File: src/rtl/tw3_pkg.sv
package tw3_pkg;

  typedef enum logic [2:0] {
    PH_MODE,
    PH_ADDR,
    PH_WRITE,
    PH_READ,
    PH_IGNORE
  } phase_t;

  typedef struct packed {
    logic addrLoad;
    logic wrCommit;
    logic rdActive;
  } strobe_t;

endpackage

File: src/rtl/tw3_ctrl.sv
module tw3_ctrl
  import tw3_pkg::*;
#(
  parameter int CODE_W = 4,
  parameter int ADDR_W = 4,
  parameter int DATA_W = 8,
  parameter logic [CODE_W-1:0] WR0_CODE = 4'h3,
  parameter logic [CODE_W-1:0] WR1_CODE = 4'h1,
  parameter logic [CODE_W-1:0] RD0_CODE = 4'hC,
  parameter logic [CODE_W-1:0] RD1_CODE = 4'h8
) (
  input  logic              ce,
  input  logic              sclk,
  input  logic [CODE_W-1:0] modeCode,
  output strobe_t           strb,
  output logic              bankSel,
  output logic              readSel
);

  localparam int HDR_W = CODE_W + ADDR_W;
  localparam int MAX_W = (HDR_W > DATA_W) ? HDR_W : DATA_W;
  localparam int CNT_W = $clog2(MAX_W);
  localparam logic [CNT_W-1:0] MODE_LAST = CNT_W'(CODE_W - 1);
  localparam logic [CNT_W-1:0] HDR_LAST  = CNT_W'(HDR_W - 1);
  localparam logic [CNT_W-1:0] BYTE_LAST = CNT_W'(DATA_W - 1);

  phase_t           phase;
  logic [CNT_W-1:0] bitCnt;
  logic             codeLegal;
  logic             codeRead;
  logic             codeBank;

  // Mode code decode: direction and bank share one nibble
  always_comb begin
    codeLegal = 1'b1;
    codeRead  = 1'b0;
    codeBank  = 1'b0;
    if (modeCode == WR0_CODE) begin
      codeBank = 1'b0;
    end else if (modeCode == WR1_CODE) begin
      codeBank = 1'b1;
    end else if (modeCode == RD0_CODE) begin
      codeRead = 1'b1;
    end else if (modeCode == RD1_CODE) begin
      codeRead = 1'b1;
      codeBank = 1'b1;
    end else begin
      codeLegal = 1'b0;
    end
  end

  always_ff @(posedge sclk or negedge ce) begin
    if (!ce) begin
      phase   <= PH_MODE;
      bitCnt  <= '0;
      bankSel <= 1'b0;
      readSel <= 1'b0;
    end else begin
      case (phase)
        PH_MODE: begin
          bitCnt <= bitCnt + 1'b1;
          if (bitCnt == MODE_LAST) begin
            if (codeLegal) begin
              phase   <= PH_ADDR;
              bankSel <= codeBank;
              readSel <= codeRead;
            end else begin
              phase <= PH_IGNORE;
            end
          end
        end
        PH_ADDR: begin
          if (bitCnt == HDR_LAST) begin
            bitCnt <= '0;
            phase  <= readSel ? PH_READ : PH_WRITE;
          end else begin
            bitCnt <= bitCnt + 1'b1;
          end
        end
        PH_WRITE: begin
          bitCnt <= (bitCnt == BYTE_LAST) ? '0 : bitCnt + 1'b1;
        end
        default: begin
        end
      endcase
    end
  end

  assign strb.addrLoad = (phase == PH_ADDR) && (bitCnt == HDR_LAST);
  assign strb.wrCommit = ce && (phase == PH_WRITE) && (bitCnt == BYTE_LAST);
  assign strb.rdActive = (phase == PH_READ);

  AST_IGNORE_STICKY: assert property (@(posedge sclk) disable iff (!ce)
    phase == PH_IGNORE |=> phase == PH_IGNORE) else $error("ignore state left");
  AST_WE_SINGLE: assert property (@(posedge sclk) disable iff (!ce)
    strb.wrCommit |=> !strb.wrCommit) else $error("write strobe too long");
  AST_READ_HELD: assert property (@(posedge sclk) disable iff (!ce)
    phase == PH_READ |=> phase == PH_READ && $stable(bankSel)) else $error("read frame left");

endmodule

File: src/rtl/tw3_datapath.sv
module tw3_datapath
  import tw3_pkg::*;
#(
  parameter int ADDR_W = 4,
  parameter int DATA_W = 8
) (
  input  logic              ce,
  input  logic              sclk,
  input  logic              sdIn,
  input  strobe_t           strb,
  input  logic              readSel,
  input  logic [DATA_W-1:0] regRdata,
  output logic [DATA_W-1:0] incoming,
  output logic [ADDR_W-1:0] regAddr,
  output logic [DATA_W-1:0] regWdata,
  output logic              sdOut,
  output logic              sdOe
);

  localparam int RC_W = $clog2(DATA_W);
  localparam logic [RC_W-1:0] RD_LAST = RC_W'(DATA_W - 1);

  logic [DATA_W-1:0] inShift;
  logic [ADDR_W-1:0] hdrAddr;
  logic [ADDR_W-1:0] wrByte;
  logic [ADDR_W-1:0] rdByte;
  logic [RC_W-1:0]   rdCnt;
  logic [DATA_W-1:0] rdShift;
  logic              oeReg;

  // LSB-first: each new bit enters at the top and moves down
  assign incoming = {sdIn, inShift[DATA_W-1:1]};
  assign regWdata = incoming;
  assign regAddr  = hdrAddr + (readSel ? rdByte : wrByte);
  assign sdOut    = rdShift[0];
  assign sdOe     = oeReg;

  always_ff @(posedge sclk or negedge ce) begin
    if (!ce) begin
      inShift <= '0;
      hdrAddr <= '0;
      wrByte  <= '0;
    end else begin
      inShift <= incoming;
      if (strb.addrLoad) hdrAddr <= incoming[DATA_W-1 -: ADDR_W];
      if (strb.wrCommit) wrByte <= wrByte + 1'b1;
    end
  end

  // Read side runs on the falling edge
  always_ff @(negedge sclk or negedge ce) begin
    if (!ce) begin
      oeReg   <= 1'b0;
      rdCnt   <= '0;
      rdByte  <= '0;
      rdShift <= '0;
    end else if (strb.rdActive) begin
      oeReg <= 1'b1;
      if (rdCnt == '0) rdShift <= regRdata;
      else             rdShift <= rdShift >> 1;
      if (rdCnt == RD_LAST) begin
        rdCnt  <= '0;
        rdByte <= rdByte + 1'b1;
      end else begin
        rdCnt <= rdCnt + 1'b1;
      end
    end
  end

  AST_WR_STEP: assert property (@(posedge sclk) disable iff (!ce)
    strb.wrCommit |=> wrByte == ADDR_W'($past(wrByte) + 1)) else $error("write offset step");
  AST_OE_HELD: assert property (@(negedge sclk) disable iff (!ce)
    oeReg |=> oeReg) else $error("output enable dropped");
  AST_WR_NO_OE: assert property (@(posedge sclk) disable iff (!ce)
    strb.wrCommit |-> !oeReg) else $error("write while driving");

endmodule

File: src/rtl/tw3_slave.sv
module tw3_slave
  import tw3_pkg::*;
#(
  parameter int CODE_W = 4,
  parameter int ADDR_W = 4,
  parameter int DATA_W = 8
) (
  input  logic              ce,
  input  logic              sclk,
  input  logic              sdIn,
  output logic              sdOut,
  output logic              sdOe,
  output logic              regBank,
  output logic [ADDR_W-1:0] regAddr,
  output logic [DATA_W-1:0] regWdata,
  output logic              regWe,
  input  logic [DATA_W-1:0] regRdata
);

  strobe_t           strb;
  logic              readSel;
  logic [DATA_W-1:0] incoming;

  tw3_ctrl #(
    .CODE_W(CODE_W), .ADDR_W(ADDR_W), .DATA_W(DATA_W)
  ) i_ctrl (
    .ce(ce), .sclk(sclk),
    .modeCode(incoming[DATA_W-1 -: CODE_W]),
    .strb(strb), .bankSel(regBank), .readSel(readSel)
  );

  tw3_datapath #(
    .ADDR_W(ADDR_W), .DATA_W(DATA_W)
  ) i_dp (
    .ce(ce), .sclk(sclk), .sdIn(sdIn), .strb(strb), .readSel(readSel),
    .regRdata(regRdata), .incoming(incoming), .regAddr(regAddr),
    .regWdata(regWdata), .sdOut(sdOut), .sdOe(sdOe)
  );

  assign regWe = strb.wrCommit;

endmodule

File: config.mk
export PLATFORM = sky130hd
export DESIGN_NAME = tw3_slave
export DESIGN_NICKNAME = d
export VERILOG_FILES = /design/src/rtl/tw3_pkg.sv /design/src/rtl/tw3_ctrl.sv /design/src/rtl/tw3_datapath.sv /design/src/rtl/tw3_slave.sv
export SDC_FILE = /design/constraint.sdc
export NUM_CORES = 1
export LEC_CHECK = 0
export BUFFER_PORTS_ARGS = -buffer_cell sky130_fd_sc_hd__clkbuf_2
export CORE_ASPECT_RATIO = 1.5
export CORE_MARGIN = 5
export CORE_UTILIZATION = 32
export CTS_CLUSTER_SIZE = 28
export DETAILED_ROUTE_END_ITERATION = 6
export PLACE_DENSITY_LB_ADDON = 0.15
export SYNTH_ARGS = -nofsm -noshare
export SYNTH_HDL_FRONTEND = slang
export SYNTH_HIERARCHICAL = 1
export SYNTH_SLANG_ARGS = --single-unit
export TNS_END_PERCENT = 30
File: constraint.sdc
create_clock -name sclk -period 2.5 [get_ports sclk]
set_input_delay 0.125 -clock sclk [delete_from_list [all_inputs] [get_ports sclk]]
set_output_delay 0.125 -clock sclk [all_outputs]
set_load 0.01 [all_outputs]
==> After elaboration in Yosys (flattened, before gate mapping) <==
Index checks and enable logic that the tools add are counted.
{ "word_totals": {"latch_bits": 0, "reg_bits": 40, "out_inout_bits": 16, "mem_count": 0, "inputBits": 11, "mem_bits_ro": 0, "ram_bits": 0, "elab_cells": 58} }
{ "op_classes": {"mux": 19, "n_reduce_logical": 11, "div": 0, "addsub": 5, "shifts": 0, "magnitude_cmp": 0, "bitwise": 0, "n_eq_ne": 12, "n_mul": 0} }
{ "ops": {"columns": ["cell", "n"], "rows": [
  ["$mux W3", 5],
  ["$pmux W3 S2", 2],
  ["$mux W1", 10],
  ["$eq A3 B2 Y1 const B", 3],
  ["$add A4 B1 Y4 const B", 2],
  ["$eq A4 B4 Y1 const B", 2],
  ["$mux W8", 1],
  ["$add A3 B1 Y3 const B", 2],
  ["$eq A3 B3 Y1 const B", 2],
  ["$logic_not A3 Y1", 2],
  ["$reduce_and A3 Y1", 2],
  ["$add A4 B4 Y4", 1],
  ["$eq A4 B1 Y1 const B", 1],
  ["$eq A4 B2 Y1 const B", 1],
  ["$mux W4", 1],
  ["$ne A2 B1 Y1 const B", 2],
  ["$reduce_bool A2 Y1", 2],
  ["$eq A3 B1 Y1 const B", 1],
  ["$logic_and A1 B1 Y1", 3],
  ["$reduce_and A2 Y1", 1],
  ["$reduce_or A2 Y1", 1]
]} }

==> Depth between registers and ports, before layout <==
{ "depth": {"depth_word": 8, "mapped_depth": 6, "mapped_depth_nobuf": 6} }

==> Cells and area by module <==
The synthesis kept the hierarchy.
{ "by_module_without_submodules": {"columns": ["module", "instances", "area_per_inst_um2", "seq_area_each_um2", "cells_each"], "rows": [
  ["tw3_datapath", 1, 1408.9, 775.7, 113],
  ["tw3_ctrl", 1, 536.8, 200.2, 50]
]} }

==> qor.yml <==
synth_top_cell_by_area: "dfrtp_1"
relSlewSlack_pct: 61.8
rsz0062_at_grt: "yes"
finalInstanceArea_um2: 2450
status: "complete, but fails checks"
core_um2: 5870
setup_tns_ns: -2.08
cts_tree: "yes"
ys_seq_area_share_pct: 50.2
r2r_cells: 3
post-synth-top-count-cell: "dfrtp_1"
synth_top_cells_by_count: "23 x dfrtp_1, 16 x dfrtn_1, 12 x ha_1, 12 x mux2_2"
rows: 34
setup_ws_ns: -0.665
yosysUniqueCellTypes: 37
dpl_worst_slack_ns: -0.309
initial_core_util_pct: 33.1
fin_skew_ns: 0.0119
overflow: 0
fin_nets: 226
grt_pass1_vias: 1407
min_path_cells: 1
routed-via-count: 1308
grt_pass1_wl_um: 6700
diodes: 0
drt-initial-drc-count: 23
violations: "setup timing"
setup_viol: 7
finalMaxSlewViolations: 0
die_w_um: 73.7
die_h_um: 106
ys_async_sr_fraction_pct: 100
syn_to_final_growth_pct: 26.1
synth_edf_count: 0
cts_buffers: 5
final_util_pct: 41.8
pin_count: 27
cp-end-kind: "output port"
drt_pass1_iterations: 3
vias_per_cell: 4.76
cp.required_ns: 2.38
post_dp_cell_area_um2: 2250
arrival_ns: 3.04
wl_um: 3960
num-fill-cells: 575
io_buffers: 26
drive_gt1_share_pct: 42.9
hold_class: "primary input to flop"
syn_area_um2: 1950
ys_top_cells_by_area: "dfrtp_1 30%, dfrtn_1 21%, ha_1 7.7%"
antenna_found_initial: 0
htreeDepth: 2
postSynthCellCount: 163
critical_path_class: "flop to output port"
cts_root_buf: "clkbuf_8"
clk_pin_slew_ns: 0.07
avgRoutedWirePerCell_um: 14.4
path_max_fanout: 2
synth_top_area_share_pct: 29.6
drv_cap: 0
critical_path.startpoint_type: "flop"
die-area_um2: 7770
synth_flop_cell: "dfrtp_1"
finalHoldViolations: 0
ys_warn_count: 6
drc: 0
cts_num_sinks: 39
clk_latency_ns: 0.29
grtUsageTotal_pct: 11.1
place_hpwl_um: 3010
ant_nets: 0
synth_fp_nets: 187
power_density_nw_per_um2: 962
leakage_nw: 1.18
syn_avg_cell_area_um2: 11.9
ir_drop_mv: 0.495
grt_start_max_net_pins: 24
ys_ff_latch: 39
clk_path_buf_depth: 2
tightest_slew_ns: 0.574
gp_congestion: 0.757
totalPowerFinal_w: 0.00236
-- flip-flops by register name, indices dropped and copies added, names as in the netlist --
name,count
i_dp/hdrAddr,4
i_dp/rdByte,4
i_dp/rdCnt,3
i_ctrl/phase,3
i_dp/inShift,7
i_dp/rdShift,8
i_ctrl/readSel,1
i_dp/sdOe,1
i_dp/wrByte,4
i_ctrl/bitCnt,3
i_ctrl/bankSel,1
-- layer usage --
| metal | part of all wire, % | track usage, % |
|---|---|---|
| met1 | 40 | 13.0 |
| met2 | 54 | 19.0 |
| met3 | 5.4 | 3.05 |
| met4 | 1.3 | 3.89 |
| met5 | 0 | 0 |
-- final cells by class --
type | count | area, um2 | area share, %
inverter | 6 | 22.5 | 0.918
tap | 72 | 90.1 | 3.67
clock buffer | 5 | 68.8 | 2.80
clock inverter | 3 | 38.8 | 1.58
sequential | 39 | 976 | 39.8
multi-input combinational | 103 | 936 | 38.1
timing repair buffer | 47 | 322 | 13.1
-- power by group --
part | total (W) | internal, W | switching (W)
Sequential | 0.000933 | 0.000805 | 0.000129
Combinational | 0.000927 | 0.000482 | 0.000445
Clock | 0.000501 | 0.000292 | 0.000209
-- cell families after synthesis --
family,share of synthesized area (%)
mux,11.6
flops,50.2
xor+xnor,4.05
compound gates,7.52
fa+ha+maj,9.26
simple gates,10.8
buf+inv,6.62
-- cells in the final DEF (no fill, tap or decap), types with 5 or more instances in the layout --
cell,synthesis,layout
nor2_1,11,10
inv_1,6,5
ha_1,12,10
xnor2_1,6,5
a21oi_1,11,6
nand2_1,6,5
buf_4,10,17
a21oi_2,0,5
dfrtn_1,16,16
mux2i_1,9,9
clkbuf_2,0,23
clkbuf_8,0,5
dfrtp_1,23,23
mux2_2,12,9
-- stage by stage --
stage                     hold slack [ns]  std cells
after floorplan                    -0.171        163
after detailed placement            0.151        262
final                              0.0730        275
after CTS                          0.0640        271
after global placement              0.144        262
after global routing               0.0766        275
-- final timing paths --
path	slack (ns)	from	endpoint
worst max register to register	-0.06	i_ctrl/phase[2]$_DFFE_PN0P_	i_dp/rdCnt[2]$_DFFE_NN0P_
worst min-delay path	0.07	sdIn	i_dp/inShift[7]$_DFF_PN0_
worst min register to register	0.38	i_dp/inShift[4]$_DFF_PN0_	i_dp/inShift[3]$_DFF_PN0_
worst max-delay path	-0.66	i_dp/rdByte[1]$_DFFE_NN0P_	regAddr[3]
max in group asynchronous	0.59	ce	i_dp/rdByte[3]$_DFFE_NN0P_
min in group asynchronous	0.37	ce	i_ctrl/readSel$_DFFE_PN0P_
-- worst max-delay path, cell delays in order (launching register included) --
cell and delay [ns]:
dfrtn_1 0.36, mux2_4 0.29, ha_4 0.21, a21o_1 0.16, a21oi_2 0.19, xnor2_2 0.14
buf_2 0.16
-- timing repair --
item	CTS	global route
endpoints found under the setup margin	14	19
endpoints found under the hold margin	4	0
pin swaps	2	5
hold buffers	1	0
buffers inserted	0	4
gates resized for setup	3	16
No activity file was read; power rests on OpenSTA's default activity.
